==> config.mk <==
export PLATFORM = sky130hd
export DESIGN_NAME = loop_lock_detector
export DESIGN_NICKNAME = d
export VERILOG_FILES = /design/src/rtl/lld_pkg.sv /design/src/rtl/lld_body_meter.sv /design/src/rtl/lld_iter_count.sv /design/src/rtl/loop_lock_detector.sv
export SDC_FILE = /design/constraint.sdc
export NUM_CORES = 1
export LEC_CHECK = 0
export BUFFER_PORTS_ARGS = -buffer_cell sky130_fd_sc_hd__clkbuf_2
export CAP_MARGIN = 10
export CORE_ASPECT_RATIO = 1.25
export CORE_MARGIN = 5
export CORE_UTILIZATION = 45
export DETAILED_ROUTE_END_ITERATION = 12
export PLACE_DENSITY = 0.73
export SYNTH_ARGS = -nofsm -noshare
export SYNTH_HDL_FRONTEND = slang
export SYNTH_SLANG_ARGS = --single-unit
==> constraint.sdc <==
create_clock -name clk -period 8.1 [get_ports clk]
set_clock_uncertainty 0.1 [all_clocks]
set_input_delay 2.025 -clock clk [delete_from_list [all_inputs] [get_ports clk]]
set_output_delay 2.025 -clock clk [all_outputs]
set_load 0.01 [all_outputs]
==> src/rtl/lld_pkg.sv <==
package lld_pkg;

  typedef enum logic [1:0] {
    ST_IDLE  = 2'd0,
    ST_TRACK = 2'd1,
    ST_LOCK  = 2'd2
  } lld_state_e;

  // Number of aligned blocks touched between two addresses, both inclusive.
  function automatic int unsigned block_span(input logic [63:0] lo,
                                             input logic [63:0] hi,
                                             input int unsigned  blk_bits);
    logic [63:0] diff;
    diff = (hi >> blk_bits) - (lo >> blk_bits);
    return 32'(diff) + 32'd1;
  endfunction

  // All limits an iteration must respect to keep its candidate alive.
  function automatic logic body_fits(input int unsigned insns,
                                     input int unsigned brs,
                                     input logic        call_seen,
                                     input int unsigned blocks,
                                     input int unsigned insn_lim_excl,
                                     input int unsigned br_max,
                                     input int unsigned blk_max);
    return (insns < insn_lim_excl) && (brs <= br_max) &&
           !call_seen && (blocks <= blk_max);
  endfunction

endpackage

==> src/rtl/lld_body_meter.sv <==
module lld_body_meter #(
  parameter int unsigned CW = 5
) (
  input  logic          clk,
  input  logic          rst_n,
  input  logic          clear,
  input  logic          step,
  input  logic          is_branch,
  input  logic          is_call,
  output logic [CW-1:0] insn_cnt,
  output logic [CW-1:0] br_cnt,
  output logic          call_seen
);

  always_ff @(posedge clk) begin
    if (!rst_n || clear) begin
      insn_cnt  <= '0;
      br_cnt    <= '0;
      call_seen <= 1'b0;
    end else if (step) begin
      if (insn_cnt != '1) insn_cnt <= insn_cnt + CW'(1);
      if (is_branch && br_cnt != '1) br_cnt <= br_cnt + CW'(1);
      if (is_call) call_seen <= 1'b1;
    end
  end

endmodule

==> src/rtl/lld_iter_count.sv <==
module lld_iter_count #(
  parameter int unsigned CW = 7
) (
  input  logic          clk,
  input  logic          rst_n,
  input  logic          clear,
  input  logic          inc,
  output logic [CW-1:0] cnt
);

  always_ff @(posedge clk) begin
    if (!rst_n || clear) cnt <= '0;
    else if (inc && cnt != '1) cnt <= cnt + CW'(1);
  end

endmodule

==> src/rtl/loop_lock_detector.sv <==
module loop_lock_detector
  import lld_pkg::*;
#(
  parameter int unsigned PCW        = 32,
  parameter int unsigned INSN_LIMIT = 18,
  parameter int unsigned MAX_BRS    = 4,
  parameter int unsigned MAX_BLOCKS = 4,
  parameter int unsigned BLOCK_BITS = 4,
  parameter int unsigned ITER_MIN   = 64
) (
  input  logic           clk,
  input  logic           rst_n,
  input  logic           in_valid,
  input  logic [PCW-1:0] in_pc,
  input  logic           in_is_branch,
  input  logic           in_is_call,
  input  logic           in_taken_back,
  input  logic [PCW-1:0] in_target,
  input  logic           flush,
  output logic           lock,
  output logic [PCW-1:0] loop_start,
  output logic [PCW-1:0] loop_end
);

  localparam int unsigned BW = $clog2(INSN_LIMIT + 1);
  localparam int unsigned IW = $clog2(ITER_MIN + 2);

  lld_state_e     state, state_n;
  logic [PCW-1:0] cand_start, cand_end;
  logic [BW-1:0]  insn_cnt, br_cnt;
  logic           call_seen;
  logic [IW-1:0]  iter_cnt;

  // Named events used by the FSM and by the bound checker.
  logic back_beat, cand_match, in_range, at_end;
  logic ev_open, ev_close, ev_close_ok, ev_lock, ev_track_drop, ev_lock_keep;
  logic body_ok;

  assign back_beat  = in_valid && in_taken_back;
  assign cand_match = (in_target == cand_start) && (in_pc == cand_end);
  assign in_range   = (in_pc >= cand_start) && (in_pc <= cand_end);
  assign at_end     = (in_pc == cand_end);

  assign body_ok = body_fits(32'(insn_cnt) + 32'd1, 32'(br_cnt) + 32'd1,
                             call_seen || in_is_call,
                             block_span(64'(cand_start), 64'(cand_end), BLOCK_BITS),
                             INSN_LIMIT, MAX_BRS, MAX_BLOCKS);

  assign ev_open  = back_beat && ((state == ST_IDLE) ||
                                  (state == ST_TRACK && !cand_match));
  assign ev_close = back_beat && (state == ST_TRACK) && cand_match;
  assign ev_close_ok = ev_close && body_ok;
  assign ev_lock  = ev_close_ok && (iter_cnt >= IW'(ITER_MIN));

  // A non-branching beat that leaves the range or falls through the end.
  assign ev_track_drop = (state == ST_TRACK) &&
                         ((ev_close && !body_ok) ||
                          (in_valid && !in_taken_back && (!in_range || at_end)));

  assign ev_lock_keep = !in_valid ||
                        (back_beat && cand_match) ||
                        (!in_taken_back && in_range && !at_end);

  always_comb begin
    state_n = state;
    if (flush) begin
      state_n = ST_IDLE;
    end else begin
      unique case (state)
        ST_IDLE:  if (ev_open) state_n = ST_TRACK;
        ST_TRACK: begin
          if (ev_lock)            state_n = ST_LOCK;
          else if (ev_open)       state_n = ST_TRACK;
          else if (ev_track_drop) state_n = ST_IDLE;
        end
        ST_LOCK:  if (!ev_lock_keep) state_n = ST_IDLE;
        default:  state_n = ST_IDLE;
      endcase
    end
  end

  always_ff @(posedge clk) begin
    if (!rst_n) begin
      state      <= ST_IDLE;
      cand_start <= '0;
      cand_end   <= '0;
    end else begin
      state <= state_n;
      if (ev_open && !flush) begin
        cand_start <= in_target;
        cand_end   <= in_pc;
      end
    end
  end

  lld_body_meter #(.CW(BW)) u_meter (
    .clk       (clk),
    .rst_n     (rst_n),
    .clear     (flush || back_beat || state_n != ST_TRACK),
    .step      (in_valid && state == ST_TRACK),
    .is_branch (in_is_branch),
    .is_call   (in_is_call),
    .insn_cnt  (insn_cnt),
    .br_cnt    (br_cnt),
    .call_seen (call_seen)
  );

  lld_iter_count #(.CW(IW)) u_iter (
    .clk   (clk),
    .rst_n (rst_n),
    .clear (flush || ev_open || state_n == ST_IDLE),
    .inc   (ev_close_ok),
    .cnt   (iter_cnt)
  );

  assign lock       = (state == ST_LOCK);
  assign loop_start = lock ? cand_start : '0;
  assign loop_end   = lock ? cand_end   : '0;

endmodule

==> results.json <==
{
  "die_area_um2": 20800,
  "dr_total_vias": 7883,
  "worstPathCellList": "clkbuf_2, ha_1, nand4_1, nor2_1, nand4_1, nor3_1, a211oi_1, nand2b_2, buf_4, nand2_1, a21boi_0",
  "hold_buffers": 0,
  "hp-class": "register to register",
  "synth_simple_gate_area_share_pct": 27.0,
  "worst_ir_drop_vdd_v": 0.000120,
  "final.setup.tns_ns": 0,
  "drive_gt1_share_pct": 14.9,
  "core_um2": 17600,
  "worstPathArrival_ns": 4.96,
  "postSynth.asyncResetShare_pct": 0,
  "timing.critical_path.from_type": "input port",
  "first_pass_grt_wire_length_mm": 36.3,
  "drc": 0,
  "max_cap_violations": 0,
  "tritoncts": "built",
  "hold_violations": 0,
  "cts-buffers-inserted": 9,
  "drt_pre_antenna_iters": 5,
  "pin_count_of_the_biggest_net_entering_global_routing": 67,
  "synth_fa_ha_area_share_pct": 15.4,
  "portBuffers": 135,
  "timing.critical_path.to_type": "register",
  "fp.dieH_um": 160,
  "synth-compound-area-share_pct": 23.7,
  "power_per_cell_area_nw_per_um2": 141,
  "critPathKind": "input port to register",
  "cp_common_cell": "sky130_fd_sc_hd__nand4_1",
  "timing.rr.end": "u_iter.cnt[6]",
  "setup_ws_ns": 3.31,
  "place.gp.congestion": 0.932,
  "antenna-diode-count": 0,
  "route.antenna.remaining_nets": 0,
  "critPathRequiredTime_ns": 8.27,
  "max_slew_margin_pct": 20.2,
  "cts.reportedPaths.clkPinSlew_ns": 0.06,
  "period_needed_ns": 4.79,
  "cts.htree.levels": 3,
  "finalCoreUtilization_pct": 52.5,
  "post-dp-hpwl_mm": 18.2,
  "cts_buffer_depth": 2,
  "number_of_antenna_violations_at_the_first_check_in_global_routing": 0,
  "reg2reg_setup_slack_ns": 3.76,
  "yosys.area_share.xor_xnor_pct": 5.85,
  "main_synth_ff_type": "sky130_fd_sc_hd__dfxtp_1",
  "std_cell_rows": 54,
  "synth_cell_type_count": 68,
  "post_synth_instance_area_um2": 8090,
  "synth_mux_area_share_pct": 1.38,
  "wl_per_cell_um": 16.4,
  "rr_worst_depth": 14,
  "synthesis.area_per_instance_um2": 7.50,
  "synth_largest_type_area_fraction_pct": 20.8,
  "post-cts-setup-buffers": 0,
  "mappedNetlistNets": 1248,
  "synth-edff-count": 0,
  "place_ws_ns": 3.02,
  "yosys-top-cells-count": "169 x sky130_fd_sc_hd__nand2_1, 98 x sky130_fd_sc_hd__ha_1, 84 x sky130_fd_sc_hd__dfxtp_1, 79 x sky130_fd_sc_hd__inv_1, 74 x sky130_fd_sc_hd__and2_1",
  "postRouteWirelength_mm": 23.2,
  "worst-slew-pin-transition_ns": 1.19,
  "status": "finished clean",
  "crit_path_max_fanout": 64,
  "hold_start": "u_meter.call_seen",
  "area_grow_syn2layout_pct": 14.0,
  "leakage_nw": 3.95,
  "numClockSinks": 84,
  "worst_path_largest_cell_delay_ns": 0.56,
  "gr-usage-all-layers_pct": 21.6,
  "crit_family": "simple AND/OR/NAND/NOR gates",
  "rr_startpoint": "cand_start[4]",
  "nets": 1353,
  "cts_root_buf": "sky130_fd_sc_hd__clkbuf_16",
  "ys.warnings.count": 0,
  "holdPathStages": 2,
  "most_instantiated_library_cell_after_synthesis": "sky130_fd_sc_hd__nand2_1",
  "synth_top_cells_by_area": "sky130_fd_sc_hd__dfxtp_1 21%, sky130_fd_sc_hd__ha_1 15%, sky130_fd_sc_hd__nand2_1 7.8%",
  "min_to": "u_meter.call_seen",
  "setup-violations-final": 0,
  "cts_resized": 0,
  "number_of_flip_flops_and_latches_in_the_synthesized_netlist": 84,
  "critical_path.n_buffers_inverters": 2,
  "timing.critical_path.slowest_stage_cell": "sky130_fd_sc_hd__buf_4",
  "period_share_pct": 59.2,
  "clk-insertion-delay-late_ns": 0.36,
  "clock.fmax_mhz": 209,
  "setup_repair_after_global_routing_missed_its_margin": "no",
  "first_iter_violations": 431,
  "syn-instance-count": 1078,
  "first_global_vias": 7272,
  "initial_core_util_pct": 46.1,
  "floorplan.io_pins": 136,
  "synth_top_area_cell": "sky130_fd_sc_hd__dfxtp_1",
  "grt_overflow_total": 0,
  "via_per_inst": 5.58,
  "synth_seq_area_share_pct": 20.8,
  "synth_top_family_by_area": "simple AND/OR/NAND/NOR gates",
  "die_w_um": 130,
  "drv_slew": 0
}
==> metal layers <==
metal	global-route usage [%]	up-vias	wire, um
li1	-	3987	-
met1	28.3	3613	10300
met2	36.0	242	11000
met3	3.24	41	1290
met4	7.18	0	598
met5	0	-	0
==> registers in the layout, indices dropped and copies added (netlist names) <==
signal and cells:
u_iter.cnt 7, state 2, u_meter.insn_cnt 5, u_meter.br_cnt 5, cand_start 32, u_meter.call_seen 1, cand_end 32
==> where the power goes <==
part | leakage [nW] | switching [W] | internal [W] | total (W)
clock | 0.154 | 0.000188 | 0.000272 | 0.000460
combinational | 3.11 | 0.000237 | 0.000169 | 0.000406
sequential | 0.681 | 0.0000133 | 0.000424 | 0.000437
==> logic make-up after synthesis <==
logic type	after synthesis
compound gates	268
fa+ha+maj	99
mux	11
xor+xnor	54
simple gates	439
flops	84
buf+inv	123
==> layout make-up <==
| type | count | area, um^2 |
|---|---|---|
| Inverter | 79 | 297 |
| Sequential cell | 84 | 1680 |
| Fill cell | 1748 | 8340 |
| Timing Repair Buffer | 138 | 698 |
| Clock buffer | 11 | 233 |
| Tap cell | 224 | 280 |
| Clock inverter | 5 | 86.3 |
| Multi-Input combinational cell | 871 | 5950 |
==> placed cells by master (no fill, tap or decap), types with 10 or more instances in the layout <==
master | netlist | routed
sky130_fd_sc_hd__o21ai_0 | 30 | 30
sky130_fd_sc_hd__or3_1 | 10 | 10
sky130_fd_sc_hd__and2_1 | 74 | 74
sky130_fd_sc_hd__nor3_1 | 27 | 27
sky130_fd_sc_hd__nand4_1 | 25 | 25
sky130_fd_sc_hd__xnor2_1 | 26 | 26
sky130_fd_sc_hd__a21boi_0 | 70 | 70
sky130_fd_sc_hd__clkbuf_2 | 0 | 135
sky130_fd_sc_hd__inv_1 | 79 | 79
sky130_fd_sc_hd__dfxtp_1 | 84 | 84
sky130_fd_sc_hd__nor2_1 | 47 | 47
sky130_fd_sc_hd__a21o_1 | 36 | 36
sky130_fd_sc_hd__a21oi_1 | 49 | 49
sky130_fd_sc_hd__xor2_1 | 28 | 28
sky130_fd_sc_hd__ha_1 | 98 | 98
sky130_fd_sc_hd__mux2i_1 | 10 | 10
sky130_fd_sc_hd__nand2_1 | 169 | 169
sky130_fd_sc_hd__nand3_1 | 27 | 27
sky130_fd_sc_hd__o211ai_1 | 11 | 11
==> tightest hold or removal path, cell delays in order, from the launching register on <==
cell                      delay, ns
sky130_fd_sc_hd__dfxtp_1       0.33
sky130_fd_sc_hd__a21oi_1       0.04
sky130_fd_sc_hd__nor2_1        0.07
==> how the worst max path moves through the flow <==
stage	startpoint	end	slack, ns	cells after the start
finish	in_pc[27]	cand_start[13]	3.31	11
global placement	in_pc[1]	u_meter.insn_cnt[0]	3.04	14
global route	in_pc[22]	cand_start[25]	3.10	11
CTS	in_pc[1]	u_meter.br_cnt[4]	3.38	14
floorplan	in_pc[25]	u_meter.br_cnt[0]	3.45	14
detailed placement	in_pc[1]	u_meter.br_cnt[4]	3.02	14
==> stage by stage <==
stage	cell area [um^2]	hold WS [ns]	cells	power (W)
after global routing	9220	0.400	1412	0.00137
after CTS	9220	0.376	1412	0.00131
after floorplan	8090	0.338	1078	0.000743
after detailed placement	8900	0.359	1396	0.000845
final	9220	0.377	1412	0.00130
after global placement	8900	0.353	1396	0.000840
Note: power is estimated with default switching activity, not from simulation.
